===== config.mk =====
export PLATFORM = sky130hd
export DESIGN_NAME = uart_rx_match_filter
export DESIGN_NICKNAME = d
export VERILOG_FILES = /design/src/rtl/rxm_pkg.sv /design/src/rtl/rxm_match_cmp.sv /design/src/rtl/rxm_window.sv /design/src/rtl/rxm_full_flag.sv /design/src/rtl/uart_rx_match_filter.sv
export SDC_FILE = /design/constraint.sdc
export NUM_CORES = 1
export LEC_CHECK = 0
export BUFFER_PORTS_ARGS = -buffer_cell sky130_fd_sc_hd__clkbuf_2
export CAP_MARGIN = 0
export CORE_UTILIZATION = 38
export CTS_CLUSTER_DIAMETER = 200
export DETAILED_ROUTE_END_ITERATION = 8
export PLACE_DENSITY = 0.85
export REMOVE_ABC_BUFFERS = 1
export SETUP_SLACK_MARGIN = 0.1
export SYNTH_ARGS = -nofsm -noshare
export SYNTH_HDL_FRONTEND = slang
export SYNTH_SLANG_ARGS = --single-unit

===== constraint.sdc =====
create_clock -name clk -period 1.79 [get_ports clk]
set_clock_uncertainty 0.1 [all_clocks]
set_input_delay 0.0895 -clock clk [delete_from_list [all_inputs] [get_ports clk]]
set_output_delay 0.0895 -clock clk [all_outputs]
set_load 0.05 [all_outputs]

===== src/rtl/rxm_pkg.sv =====
// Package rxm_pkg
// Shared types and the mode decode used by the receive match filter.
// Assumes the select encoding: 2'b01 idle-line scheme, 2'b10 open/close.
package rxm_pkg;

    localparam logic [1:0] SEL_IDLE  = 2'b01;
    localparam logic [1:0] SEL_ONOFF = 2'b10;

    typedef enum logic [1:0] {
        FMODE_PASS  = 2'd0,
        FMODE_IDLE  = 2'd1,
        FMODE_ONOFF = 2'd2
    } filt_mode_e;

    // Resolve enables and select into the active filter scheme.
    function automatic filt_mode_e decode_mode(input logic en1, input logic en2,
                                               input logic [1:0] sel);
        filt_mode_e m;
        m = FMODE_PASS;
        if (en1 || en2) begin
            if (sel == SEL_IDLE)
                m = FMODE_IDLE;
            else if (sel == SEL_ONOFF && en1 && en2)
                m = FMODE_ONOFF;
        end
        return m;
    endfunction

endpackage


===== src/rtl/rxm_match_cmp.sv =====
// Module rxm_match_cmp
// Compares one character against NUM_MATCH match values.
// Gives a raw equality per value and a hit qualified by that value's enable.
// Purely combinational; assumes all inputs are stable within the cycle.
module rxm_match_cmp #(
    parameter int DATA_W    = 8,
    parameter int NUM_MATCH = 2
) (
    input  logic [DATA_W-1:0]                 char_data,
    input  logic [NUM_MATCH-1:0][DATA_W-1:0]  match_vals,
    input  logic [NUM_MATCH-1:0]              match_ens,
    output logic [NUM_MATCH-1:0]              hit_raw,
    output logic [NUM_MATCH-1:0]              hit_en,
    output logic                              hit_any
);

    // One comparator per match value.
    for (genvar g = 0; g < NUM_MATCH; g++) begin : g_cmp
        assign hit_raw[g] = (char_data == match_vals[g]);
        assign hit_en[g]  = hit_raw[g] & match_ens[g];
    end

    // Any enabled hit.
    always_comb begin
        hit_any = |hit_en;
    end

endmodule


===== src/rtl/rxm_window.sv =====
// Module rxm_window
// Holds the forwarding window for both schemes and decides, per character,
// whether it may be forwarded.
// Assumes idle_pulse is a single-cycle strobe. An idle pulse in the same cycle
// as a character is applied before that character is judged.
module rxm_window
    import rxm_pkg::*;
(
    input  logic       clk,
    input  logic       rst_n,
    input  filt_mode_e mode,
    input  logic       char_vld,
    input  logic       idle_pulse,
    input  logic       hit_any,
    input  logic       hit_on,
    input  logic       hit_off,
    output logic       fwd_ok
);

    logic hunt_q;       // waiting for the first character after an idle line
    logic idle_open_q;  // idle-line window open
    logic onoff_open_q; // open/close window open
    logic hunt_eff;
    logic idle_open_eff;
    logic pass_now;

    // Apply an idle pulse that arrives with a character ahead of that character.
    always_comb begin
        hunt_eff      = hunt_q | idle_pulse;
        idle_open_eff = idle_pulse ? 1'b0 : idle_open_q;
    end

    // Per-character forward decision for the active scheme.
    always_comb begin
        unique case (mode)
            FMODE_IDLE:  pass_now = hunt_eff ? hit_any : idle_open_eff;
            FMODE_ONOFF: pass_now = onoff_open_q ? !hit_off : hit_on;
            default:     pass_now = 1'b1;
        endcase
        fwd_ok = char_vld & pass_now;
    end

    // Idle-line window: arm on idle, resolve on the first character.
    always_ff @(posedge clk) begin
        if (!rst_n) begin
            hunt_q      <= 1'b0;
            idle_open_q <= 1'b0;
        end else if (char_vld) begin
            hunt_q <= 1'b0;
            if (hunt_eff)
                idle_open_q <= hit_any;
            else
                idle_open_q <= idle_open_eff;
        end else if (idle_pulse) begin
            hunt_q      <= 1'b1;
            idle_open_q <= 1'b0;
        end
    end

    // Open/close window: open on value 1, close on value 2.
    always_ff @(posedge clk) begin
        if (!rst_n) begin
            onoff_open_q <= 1'b0;
        end else if (char_vld && mode == FMODE_ONOFF) begin
            if (!onoff_open_q && hit_on)
                onoff_open_q <= 1'b1;
            else if (onoff_open_q && hit_off)
                onoff_open_q <= 1'b0;
        end
    end


    reset_closed_chk: assert property (@(posedge clk) disable iff (!rst_n)
        !$past(rst_n) |-> (!idle_open_q && !onoff_open_q && !hunt_q));


    idle_miss_closes_chk: assert property (@(posedge clk) disable iff (!rst_n)
        (mode == FMODE_IDLE && char_vld && !fwd_ok) |=> !idle_open_q);


    idle_hit_holds_chk: assert property (@(posedge clk) disable iff (!rst_n)
        (mode == FMODE_IDLE && char_vld && fwd_ok) |=> idle_open_q);


    onoff_close_chk: assert property (@(posedge clk) disable iff (!rst_n)
        (mode == FMODE_ONOFF && char_vld && onoff_open_q && hit_off) |=> !onoff_open_q);


    onoff_open_chk: assert property (@(posedge clk) disable iff (!rst_n)
        (mode == FMODE_ONOFF && char_vld && !onoff_open_q && hit_on) |=> onoff_open_q);

endmodule


===== src/rtl/rxm_full_flag.sv =====
// Module rxm_full_flag
// Receive-data-full flag: set by a forwarded character, cleared by a pulse.
// Assumes set and clear are single-cycle strobes; set has priority.
module rxm_full_flag (
    input  logic clk,
    input  logic rst_n,
    input  logic set,
    input  logic clr,
    output logic full
);

    // Flag register with set priority over clear.
    always_ff @(posedge clk) begin
        if (!rst_n)
            full <= 1'b0;
        else if (set)
            full <= 1'b1;
        else if (clr)
            full <= 1'b0;
    end


    full_set_chk: assert property (@(posedge clk) disable iff (!rst_n)
        set |=> full);


    full_clr_chk: assert property (@(posedge clk) disable iff (!rst_n)
        (clr && !set) |=> !full);


    full_hold_chk: assert property (@(posedge clk) disable iff (!rst_n)
        (!clr && !set) |=> (full == $past(full)));

endmodule


===== src/rtl/uart_rx_match_filter.sv =====
// Module uart_rx_match_filter
// Decides for each received UART character whether it goes to the receive
// buffer, using an idle-line address scheme or an open/close scheme.
// Outputs are registered: one cycle from character strobe to forward strobe.
// Assumes char_vld, idle_det and full_clr are single-cycle strobes.
module uart_rx_match_filter
    import rxm_pkg::*;
#(
    parameter int DATA_W = 8
) (
    input  logic              clk,
    input  logic              rst_n,
    input  logic              char_vld,
    input  logic [DATA_W-1:0] char_data,
    input  logic              idle_det,
    input  logic              match_en1,
    input  logic              match_en2,
    input  logic [1:0]        mode_sel,
    input  logic [DATA_W-1:0] match_val1,
    input  logic [DATA_W-1:0] match_val2,
    input  logic              full_clr,
    output logic              fwd_vld,
    output logic [DATA_W-1:0] fwd_data,
    output logic              rx_full
);

    localparam int NUM_MATCH = 2;

    filt_mode_e                        mode;
    logic [NUM_MATCH-1:0][DATA_W-1:0]  vals;
    logic [NUM_MATCH-1:0]              ens;
    logic [NUM_MATCH-1:0]              hit_raw;
    logic [NUM_MATCH-1:0]              hit_en;
    logic                              hit_any;
    logic                              fwd_ok;

    // Resolve the active scheme and pack the match values.
    always_comb begin
        mode    = decode_mode(match_en1, match_en2, mode_sel);
        vals[0] = match_val1;
        vals[1] = match_val2;
        ens     = {match_en2, match_en1};
    end

    rxm_match_cmp #(
        .DATA_W    (DATA_W),
        .NUM_MATCH (NUM_MATCH)
    ) i_cmp (
        .char_data  (char_data),
        .match_vals (vals),
        .match_ens  (ens),
        .hit_raw    (hit_raw),
        .hit_en     (hit_en),
        .hit_any    (hit_any)
    );

    rxm_window i_win (
        .clk        (clk),
        .rst_n      (rst_n),
        .mode       (mode),
        .char_vld   (char_vld),
        .idle_pulse (idle_det),
        .hit_any    (hit_any),
        .hit_on     (hit_raw[0]),
        .hit_off    (hit_raw[1]),
        .fwd_ok     (fwd_ok)
    );

    rxm_full_flag i_flag (
        .clk   (clk),
        .rst_n (rst_n),
        .set   (fwd_ok),
        .clr   (full_clr),
        .full  (rx_full)
    );

    // Output register for the forwarded character.
    always_ff @(posedge clk) begin
        if (!rst_n) begin
            fwd_vld  <= 1'b0;
            fwd_data <= '0;
        end else begin
            fwd_vld  <= fwd_ok;
            if (fwd_ok)
                fwd_data <= char_data;
        end
    end


    pass_all_chk: assert property (@(posedge clk) disable iff (!rst_n)
        (char_vld && !match_en1 && !match_en2)
        |=> (fwd_vld && fwd_data == $past(char_data)));


    no_spurious_fwd_chk: assert property (@(posedge clk) disable iff (!rst_n)
        fwd_vld |-> $past(char_vld));


    full_with_fwd_chk: assert property (@(posedge clk) disable iff (!rst_n)
        fwd_vld |-> rx_full);


    either_hit_chk: assert property (@(posedge clk) disable iff (!rst_n)
        (mode == FMODE_IDLE && char_vld && idle_det && hit_en != '0) |=> fwd_vld);

endmodule


[Yosys cells after proc, flatten, opt, wreduce, memory -nomap -nowiden]
Index checks and enable logic that the tools add are counted.
Word-level totals
  memories: 0
  bits in latches: 0
  output and inout bits: 10
  flip-flop bits (word level): 13
  ROM bits: 0
  logic and storage cells: 42
  input bits: 33
  memory bits (writable): 0
Cells by class
  eq/ne operators: 6
  magnitude comparators: 0
  $add $sub $neg: 0
  reductions and logical operators: 13
  shifts and indexed selects: 0
  multipliers: 0
  multiplexer cells: 12
  divide/modulo/power cells: 0
  bitwise gates (word level): 5
Operators by type and width (number)
  8-bit == test: 2
  1-bit 2-to-1 mux: 8
  2-bit 2-to-1 mux: 3
  1-bit logical AND: 5
  2-bit by 1-bit == test with 1-bit output, second input constant: 2
  2-bit == test, second input constant: 2
  2-bit nonzero test: 2
  2-bit OR reduction: 2
  1-bit AND: 3
  1-bit logical NOT: 2
  1-bit one-hot mux with 2 select lines: 1
  2-bit AND reduction: 1
  1-bit logical OR: 1
  1-bit inverter: 1
  1-bit bitwise OR: 1

[Longest topological paths before layout]
Gate-level depths: netlist of run 1.
  word-level depth: 10
  depth in mapped cells: 9

[Cells and area by module]
Synthesis of run 1 repeated with hierarchy kept, for this count alone.
Unflattened totals
  cell total of the unflattened synthesis: 82
  area, all modules: 777.0 µm²
By module, submodules not included
  uart_rx_match_filter: times used 1, sequential area each 180.2 µm², area each 350.3 µm², cells an instance 30
  rxm_match_cmp: times used 1, sequential area each 0.0 µm², area each 198.9 µm², cells an instance 25
  rxm_window: times used 1, sequential area each 60.1 µm², area each 186.4 µm², cells an instance 24
  rxm_full_flag: times used 1, sequential area each 20.0 µm², area each 41.3 µm², cells an instance 3

[Worst setup path after synthesis of run 1]
No wires, ideal clock.
  kind: input to register
  start: input char_data[4]
  end: register fwd_data[0]
  required time: 1.571 ns
  buffers on the path: 1
  arrival time: 1.457 ns
  slack: 0.114 ns
  stages: 7
  cells stage by stage: xor2_1 > nor4_1 > nand3_1 > or4_1 > o2111a_1 > buf_6 > mux2i_1
Between the ends
  word-level cells in the longest chain between the ends: 6
  elaborated cells between the ends (all ways): 10
  classes of those cells: eq/ne (2); mux (3); bitwise (3); reduce/logical (2)
Ends and longest elaborated chain
  start, declared: line uart_rx_match_filter.sv:14  | input logic [DATA_W-1:0] char_data,
  8-bit == test: line rxm_match_cmp.sv:19  | assign hit_raw[g] = (char_data == match_vals[g]);
  1-bit AND: line rxm_match_cmp.sv:20  | assign hit_en[g] = hit_raw[g] & match_ens[g];
  2-bit OR reduction: line rxm_match_cmp.sv:25  | hit_any = |hit_en;
  1-bit 2-to-1 mux: line rxm_window.sv:36  | FMODE_IDLE: pass_now = hunt_eff ? hit_any : idle_open_eff;
  1-bit one-hot mux with 2 select lines (*): line rxm_window.sv:35  | unique case (mode)
  1-bit AND (*): line rxm_window.sv:40  | fwd_ok = char_vld & pass_now;
  end signal, assigned: line uart_rx_match_filter.sv:85  | fwd_data <= char_data;
  end, declared: line uart_rx_match_filter.sv:23  | output logic [DATA_W-1:0] fwd_data,
Mark *: on every way between the ends. The rest lies on a longest branch, timed or not.
A chain may end at the register's enable or synchronous reset.

[Final worst setup path of run 1]
  start: input char_data[3]
  end: register i_flag.full
Between the ends
  word-level cells in the longest chain between the ends: 7
  elaborated cells between the ends (all ways): 12
  classes of those cells: eq/ne (2); mux (4); bitwise (3); reduce/logical (3)
Ends and longest elaborated chain
  8-bit == test: line rxm_match_cmp.sv:19
  1-bit AND: line rxm_match_cmp.sv:20
  2-bit OR reduction: line rxm_match_cmp.sv:25
  1-bit 2-to-1 mux: line rxm_window.sv:36
  1-bit one-hot mux with 2 select lines (*): line rxm_window.sv:35
  1-bit AND (*): line rxm_window.sv:40
  1-bit 2-to-1 mux or 2-bit nonzero test (tied branches)
  end signal, assigned: line rxm_full_flag.sv:15  | full <= 1'b0;
  end signal, assigned: line rxm_full_flag.sv:17  | full <= 1'b1;
  end signal, assigned: line rxm_full_flag.sv:19  | full <= 1'b0;
  end, declared: line rxm_full_flag.sv:9  | output logic full
Marked as above.

==> PnR_summary.wiki, run 1 <==
{| class="wikitable"
! Metric !! Value
|-
| Outcome || completed
|-
| Final slew viol count || 0
|-
| Fraction of registers with async set/reset || 0%
|-
| Via count of the first global-routing pass || 732
|-
| Number of filler instances in the final layout || 159
|-
| Setup repair after global routing missed its margin || yes
|-
| Number of cells after detailed placement || 162
|-
| Adder-cell share of the synthesized area || 3.231%
|-
| P&R area growth vs syn || 51.70%
|-
| Highest-delay cell along the critical path || sky130_fd_sc_hd__o32a_1
|-
| Critical path type || in2reg
|-
| Biggest area contributors in the synthesized netlist || sky130_fd_sc_hd__dfxtp_1 (34%), sky130_fd_sc_hd__xor2_1 (14%), sky130_fd_sc_hd__nand2_1 (11%), sky130_fd_sc_hd__mux2i_1 (10%), sky130_fd_sc_hd__xnor2_1 (4.5%)
|-
| Tightest hold margin || 65.36 ps
|-
| Maxcap violations || 0
|-
| Fraction of synthesized cell area in xor and xnor cells || 18.09%
|-
| Count of antenna-violating nets left after detailed routing || 0
|-
| Cells after synthesis || 91
|-
| Stage delay of the slowest cell on the critical path || 400 ps
|-
| Worst Path Max Fanout || 5
|-
| Sum of net half-perimeters after detailed placement || 1557 um
|-
| Maximum number of pins on one net before global-route repair || 22
|-
| Number of primary I/O pins || 43
|-
| Fraction of synthesized area in multiplexers || 10.34%
|-
| Most numerous cell in the Yosys netlist || sky130_fd_sc_hd__nand2_1
|-
| Iter 0 DRT Violations || 11
|-
| Power per cell area || 635.2 mW/mm^2
|-
| DR WL/cell || 13.15 um
|-
| Mean post-synth cell area || 8.511 um^2
|-
| Number of distinct library cells after synthesis || 28
|-
| Largest family of logic cells by synthesized area || simple AND/OR/NAND/NOR gates
|-
| GRT overflow || 0
|-
| Endpoint arrival time on the critical path || 1820 ps
|-
| Die footprint || 0.002223 mm^2
|-
| Number of synthesized flops with an enable pin || 0
|-
| Highest ir drop seen on vdd || 0.0004005 V
|-
| Initial antenna violation count || 0
|-
| Port buffer count || 42
|-
| Via count || 855
|-
| Effective utilization at floorplan || 42.54%
|-
| Lkg Pwr || 0.5837 nW
|-
| Area share of the largest cell type after synthesis || 33.60%
|-
| List of most frequent post-synthesis cells || sky130_fd_sc_hd__nand2_1 (23), sky130_fd_sc_hd__dfxtp_1 (13), sky130_fd_sc_hd__xor2_1 (12), sky130_fd_sc_hd__mux2i_1 (8), sky130_fd_sc_hd__xnor2_1 (4)
|-
| Endpoint type of the worst setup path || register
|-
| # diodes || 0
|-
| Final Hold Viols || 0
|-
| Largest buffer count on any clock path || 2
|-
| Number of non-filler instances in the completed layout || 173
|-
| Core area || 0.001821 mm^2
|-
| Rows || 15
|-
| Post-route DRC || 0
|-
| Aggregate negative setup slack || 0 ps
|-
| Sequential cell area fraction in the yosys report || 33.60%
|-
| Total CTS buffers || 3
|-
| GR Util All Layers || 22.01%
|-
| Setup Viol. Count Final || 0
|-
| Post-CTS clock slew at the launch and capture registers of the worst setup and hold paths || 90 ps
|-
| Simple-Gate Fraction of Synth Area || 22.29%
|-
| CTS tree || built
|-
| Die X || 47.15 um
|-
| Minimum clock period after layout || 1708 ps
|-
| Clock sink count || 13
|-
| Clk Latency, worst-skew pair || 290 ps
|-
| DIE HEIGHT || 47.15 um
|-
| Final Wtd Congestion || 0.7261
|-
| Post-synth design cell area || 774.5 um^2
|-
| Crit path cell chain || clkbuf_2, xor2_1, nor4_1, nand3_1, o32a_1, o2111a_2, buf_6, a21boi_1
|-
| Via density per instance || 4.942
|-
| WP data required || 1910 ps
|-
| Dominant synthesized flop cell || sky130_fd_sc_hd__dfxtp_1
|-
| Detailed-route wire length || 2275 um
|-
| # nets final || 184
|-
| Fraction of final layout cells with drive strength greater than 1 || 38.51%
|-
| Worst rel slew slack || 70.92%
|-
| Class of the worst hold path || in2reg
|-
| Flip-flop and latch count after synthesis || 13
|-
| Count of H-tree levels built during CTS || 1
|-
| Cell taking the most area after synthesis || sky130_fd_sc_hd__dfxtp_1
|-
| Final cell utilization of the core || 64.54%
|-
| First-pass detailed-route iteration total || 4
|-
| Portion of the clock cycle consumed by the worst path in the final layout || 95.44%
|-
| Design Power || 0.7463 mW
|-
| Global-route wire length before repair || 3167 um
|-
| Transition time at the pin with the least slew margin || 432.5 ps
|-
| Startpoint types || input port
|-
| Yosys warning count || 0
|-
| Clock root buffer master || sky130_fd_sc_hd__clkbuf_4
|-
| Synth Area in Compound Gates || 8.562%
|-
| Highest clock frequency the design can meet || 0.5853 GHz
|}
-- cell type report --
cell class                 instances  area (um^2)  area share, %
inverter                           3        11.26         0.9585
multi-input combinational         73        509.2          43.34
tap                               25        31.28          2.662
timing repair buffer              55        336.6          28.65
clock buffer                       4        26.28          2.236
sequential                        13        260.3          22.15
-- where the power goes --
group | internal, mW | switching, mW
Sequential | 0.306 | 0.00894
Clock | 0.0867 | 0.106
Combinational | 0.0997 | 0.139
Total | 0.492 | 0.254
-- worst max-delay path, delay by kind of cell --
kind	cells	cell delay [ps]
and+or+nand+nor	2	440
AOI/OAI and AO/OA	3	870
buffers and inverters	2	240
xor gates and xnor gates	1	170
-- routing by layer --
layer | GRT usage (%) | part of all wire [%] | vias to the layer above
met4 | 13.71 | 2.2 | 0
li1 | - | - | 424
met3 | 6.538 | 7.1 | 5
met5 | 0 | 0 | -
met2 | 35.00 | 48 | 47
met1 | 25.93 | 43 | 379
-- worst paths after layout --
| check | from | to | slack [ps] | cells after the start |
|---|---|---|---|---|
| setup / recovery | char_data[3] | i_flag.full$_SDFFE_PN0P_ | 80 | 8 |
| hold / removal | idle_det | i_win.hunt_q$_SDFFE_PP0P_ | 70 | 3 |
| setup reg to reg | i_win.hunt_q$_SDFFE_PP0P_ | fwd_data[7]$_SDFFE_PN0P_ | 220 | 5 |
| hold reg to reg | fwd_data[1]$_SDFFE_PN0P_ | fwd_data[1]$_SDFFE_PN0P_ | 370 | 2 |
-- cells in the final DEF (no fill, tap or decap), types with 2 or more instances in the layout --
cell type	synthesis	final
sky130_fd_sc_hd__o2111a_2	0	2
sky130_fd_sc_hd__buf_6	1	3
sky130_fd_sc_hd__clkbuf_2	0	40
sky130_fd_sc_hd__dfxtp_1	13	13
sky130_fd_sc_hd__xor2_1	12	11
sky130_fd_sc_hd__xnor2_1	4	4
sky130_fd_sc_hd__clkbuf_4	0	3
sky130_fd_sc_hd__mux2i_1	8	8
sky130_fd_sc_hd__nand2_1	23	23
sky130_fd_sc_hd__buf_4	0	7
sky130_fd_sc_hd__o21ai_0	3	2
sky130_fd_sc_hd__nor4_1	3	3
sky130_fd_sc_hd__dlygate4sd3_1	0	5
sky130_fd_sc_hd__ha_1	2	2
sky130_fd_sc_hd__inv_1	3	3
-- kinds of logic (layout without fill, tap and decap cells) --
group           count (synthesis)  in the layout
compound gates                  9             10
flops                          13             13
fa+ha+maj                       2              2
buf+inv                         6             62
xor+xnor                       16             16
mux                             8              8
simple gates                   37             37
-- metrics by stage --
stage	worst slack, ps	cell area [um^2]
after floorplan	47.98	755.7
after global placement	-193.9	1050
after detailed placement	-275.5	1050
after CTS	147.5	1127
after global routing	62.38	1175
final	81.58	1175
-- timing repair --
item                                   4_1_cts  5_1_grt
resized for setup                            1       10
setup buffers                                0        1
hold buffers                                 5        0
endpoints found under the hold margin        5        0
pin swaps                                    0        7
cloned                                       0        1
setup endpoints to repair                    9        9
-- flip-flops by register name, indices dropped and copies added, names as in the netlist --
name                flops
i_win.idle_open_q       1
i_win.hunt_q            1
fwd_data                8
i_flag.full             1
i_win.onoff_open_q      1
fwd_vld                 1
Power figures use the tool's default switching activity.
==> run 2, diff against run 1 <==
--- a/config.mk
+++ b/config.mk
@@ -5,12 +5,12 @@
 export SDC_FILE = /design/constraint.sdc
 export NUM_CORES = 1
 export LEC_CHECK = 0
-export BUFFER_PORTS_ARGS = -buffer_cell sky130_fd_sc_hd__clkbuf_2
 export CAP_MARGIN = 0
-export CORE_UTILIZATION = 38
+export CORE_UTILIZATION = 50
 export CTS_CLUSTER_DIAMETER = 200
 export DETAILED_ROUTE_END_ITERATION = 8
-export PLACE_DENSITY = 0.85
+export DONT_BUFFER_PORTS = 1
+export PLACE_DENSITY = 0.8
 export REMOVE_ABC_BUFFERS = 1
 export SETUP_SLACK_MARGIN = 0.1
 export SYNTH_ARGS = -nofsm -noshare
==> PnR_summary.wiki, run 2 (same netlist as run 1, synthesis figures left out) <==
{| class="wikitable"
! Metric !! Value
|-
| Fraction of final layout cells with drive strength greater than 1 || 9.009% (was 38.51%)
|-
| Post-route DRC || 0 (unchanged)
|-
| Setup slack of the most critical reg-to-reg path || 260 ps (was 220 ps)
|-
| Portion of the clock cycle consumed by the worst path in the final layout || 86.66% (was 95.44%)
|-
| Iter 0 DRT Violations || 11 (unchanged)
|-
| Worst setup endpoint || fwd_data[1]$_SDFFE_PN0P_ (was i_flag.full$_SDFFE_PN0P_)
|-
| Worst Path Max Fanout || 5 (unchanged)
|-
| Leading cell types in the layout, fill and taps excluded || sky130_fd_sc_hd__nand2_1 (23), sky130_fd_sc_hd__dfxtp_1 (13), sky130_fd_sc_hd__dlygate4sd3_1 (13) (was sky130_fd_sc_hd__clkbuf_2 (40), sky130_fd_sc_hd__nand2_1 (23), sky130_fd_sc_hd__dfxtp_1 (13))
|-
| Worst rel slew slack || 59.93% (was 70.92%)
|-
| Highest ir drop seen on vdd || 0.0005171 V (was 0.0004005 V)
|-
| Via count of the first global-routing pass || 681 (was 732)
|-
| WP data required || 1840 ps (was 1910 ps)
|-
| Hold-critical path depth || 3 (unchanged)
|-
| Detailed-route wire length || 1936 um (was 2275 um)
|-
| Maxcap violations || 0 (unchanged)
|-
| Largest buffer count on any clock path || 2 (unchanged)
|-
| Tightest hold margin || 25.38 ps (was 65.36 ps)
|-
| Footprint of the multi-input gates || 498.0 um^2 (was 509.2 um^2)
|-
| # nets final || 147 (was 184)
|-
| Final slew viol count || 0 (unchanged)
|-
| Highest clock frequency the design can meet || 0.6446 GHz (was 0.5853 GHz)
|-
| Final Wtd Congestion || 0.7831 (was 0.7261)
|-
| Core area || 0.001366 mm^2 (was 0.001821 mm^2)
|-
| Count of antenna-violating nets left after detailed routing || 0 (unchanged)
|-
| Final Hold Viols || 0 (unchanged)
|-
| Capture instance of the worst register-to-register path || fwd_data[1]$_SDFFE_PN0P_ (was fwd_data[7]$_SDFFE_PN0P_)
|-
| Number of filler instances in the final layout || 117 (was 159)
|-
| Endpoint arrival time on the critical path || 1600 ps (was 1820 ps)
|-
| Register with the most flip-flops || fwd_data (unchanged)
|-
| Clock root buffer master || sky130_fd_sc_hd__clkbuf_4 (unchanged)
|-
| First-pass detailed-route iteration total || 4 (unchanged)
|-
| Die X || 41.36 um (was 47.15 um)
|-
| Outcome || completed (unchanged)
|-
| GRT overflow || 0 (unchanged)
|-
| Power per cell area || 684.5 mW/mm^2 (was 635.2 mW/mm^2)
|-
| Startpoint types || input port (unchanged)
|-
| Transition time at the pin with the least slew margin || 599.1 ps (was 432.5 ps)
|-
| Port buffer count || 0 (was 42)
|-
| Lkg Pwr || 0.4198 nW (was 0.5837 nW)
|-
| Number of flip-flops under the largest register name || 8 (unchanged)
|-
| P&R area growth vs syn || 26.82% (was 51.70%)
|-
| DR WL/cell || 15.37 um (was 13.15 um)
|-
| Clk Latency, worst-skew pair || 280 ps (was 290 ps)
|-
| Launch instance of the worst register-to-register path || i_win.hunt_q$_SDFFE_PP0P_ (unchanged)
|-
| # diodes || 0 (unchanged)
|-
| Maximum number of pins on one net before global-route repair || 20 (was 22)
|-
| Minimum clock period after layout || 1551 ps (was 1708 ps)
|-
| Initial antenna violation count || 0 (unchanged)
|-
| Critical path type || in2reg (unchanged)
|-
| Die footprint || 0.001710 mm^2 (was 0.002223 mm^2)
|-
| GR Util All Layers || 24.83% (was 22.01%)
|-
| Setup repair after global routing missed its margin || no (was yes)
|-
| Sum of net half-perimeters after detailed placement || 1225 um (was 1557 um)
|-
| Most common library cell in the layout ignoring fill and taps || sky130_fd_sc_hd__nand2_1 (was sky130_fd_sc_hd__clkbuf_2)
|-
| Register cell area after layout || 260.3 um^2 (unchanged)
|-
| DIE HEIGHT || 41.36 um (was 47.15 um)
|-
| Count of H-tree levels built during CTS || 1 (unchanged)
|-
| Endpoint type of the worst setup path || register (unchanged)
|-
| Effective utilization at floorplan || 56.69% (was 42.54%)
|-
| Global-route wire length before repair || 2691 um (was 3167 um)
|-
| Rows || 13 (was 15)
|-
| FF-to-FF path depth || 5 (unchanged)
|-
| Class of the worst hold path || in2reg (unchanged)
|-
| Critical path origin || char_data[4] (was char_data[3])
|-
| Via count || 731 (was 855)
|-
| Number of primary I/O pins || 43 (unchanged)
|-
| Clock sink count || 13 (unchanged)
|-
| Design Power || 0.6723 mW (was 0.7463 mW)
|-
| Via density per instance || 5.802 (was 4.942)
|-
| Setup Viol. Count Final || 0 (unchanged)
|-
| Total CTS buffers || 3 (unchanged)
|-
| Post-CTS clock slew at the launch and capture registers of the worst setup and hold paths || 70 ps (was 90 ps)
|-
| CTS tree || built (unchanged)
|}
## run 2: stage by stage
stage	cell area (um^2)	utilization (%)	TNS [ps]	setup slack (ps)	std cells
floorplan	755.7	-	0	47.98	88
global placement	812.0	59.43	-597.4	-73.83	108
detailed placement	812.0	59.43	-1066	-124.0	108
CTS	969.7	70.97	0	209.0	125
global route	982.2	71.89	0	127.3	126
finish	982.2	71.89	0	238.7	126
## run 2: what timing repair did
action,in CTS,in global routing
endpoints found under the hold margin,13,0
pin swaps,0,1
hold buffers,13,0
gates cloned,0,1
resized for setup,1,2
buffers inserted,0,0
setup endpoints to repair,8,7
## run 2: how the worst min path moves through the flow
stage	from	endpoint	slack, ps
finish	idle_det	i_win.idle_open_q$_SDFF_PN0_	30
CTS	idle_det	i_win.idle_open_q$_SDFF_PN0_	20
detailed placement	char_vld	i_win.hunt_q$_SDFFE_PP0P_	70
global route	idle_det	i_win.idle_open_q$_SDFF_PN0_	70
floorplan	char_vld	i_win.hunt_q$_SDFFE_PP0P_	70
global placement	char_vld	i_win.hunt_q$_SDFFE_PP0P_	70
## run 2: critical path, cell delays in order
cell	delay, ps
sky130_fd_sc_hd__xor2_1	140
sky130_fd_sc_hd__nor4_1	310
sky130_fd_sc_hd__nand3_1	130
sky130_fd_sc_hd__or4_1	530
sky130_fd_sc_hd__o2111a_2	250
sky130_fd_sc_hd__mux2i_1	150
## run 2: area by class of cell
cell class	count	share of cell area (%)
flip-flops and latches	13	26.50
clock buffers	4	2.675
repair buffers	18	17.07
well taps	15	1.911
inverters	3	1.146
multi-input cells	73	50.70
## run 2: where the power goes
part	internal (mW)	leakage (nW)	switching, mW
Clock	0.0864	0.0150	0.0916
Combinational	0.0707	0.298	0.0758
Sequential	0.306	0.107	0.0420
Total	0.463	0.420	0.209
## run 2: metal layers
metal  global-route usage [%]  up-vias  share of wire, %
met5                        0        -                 0
met3                    8.511        2               7.0
met4                    4.839        0              0.36
met2                    44.92       31                53
li1                         -      354                 -
met1                    28.10      344                40
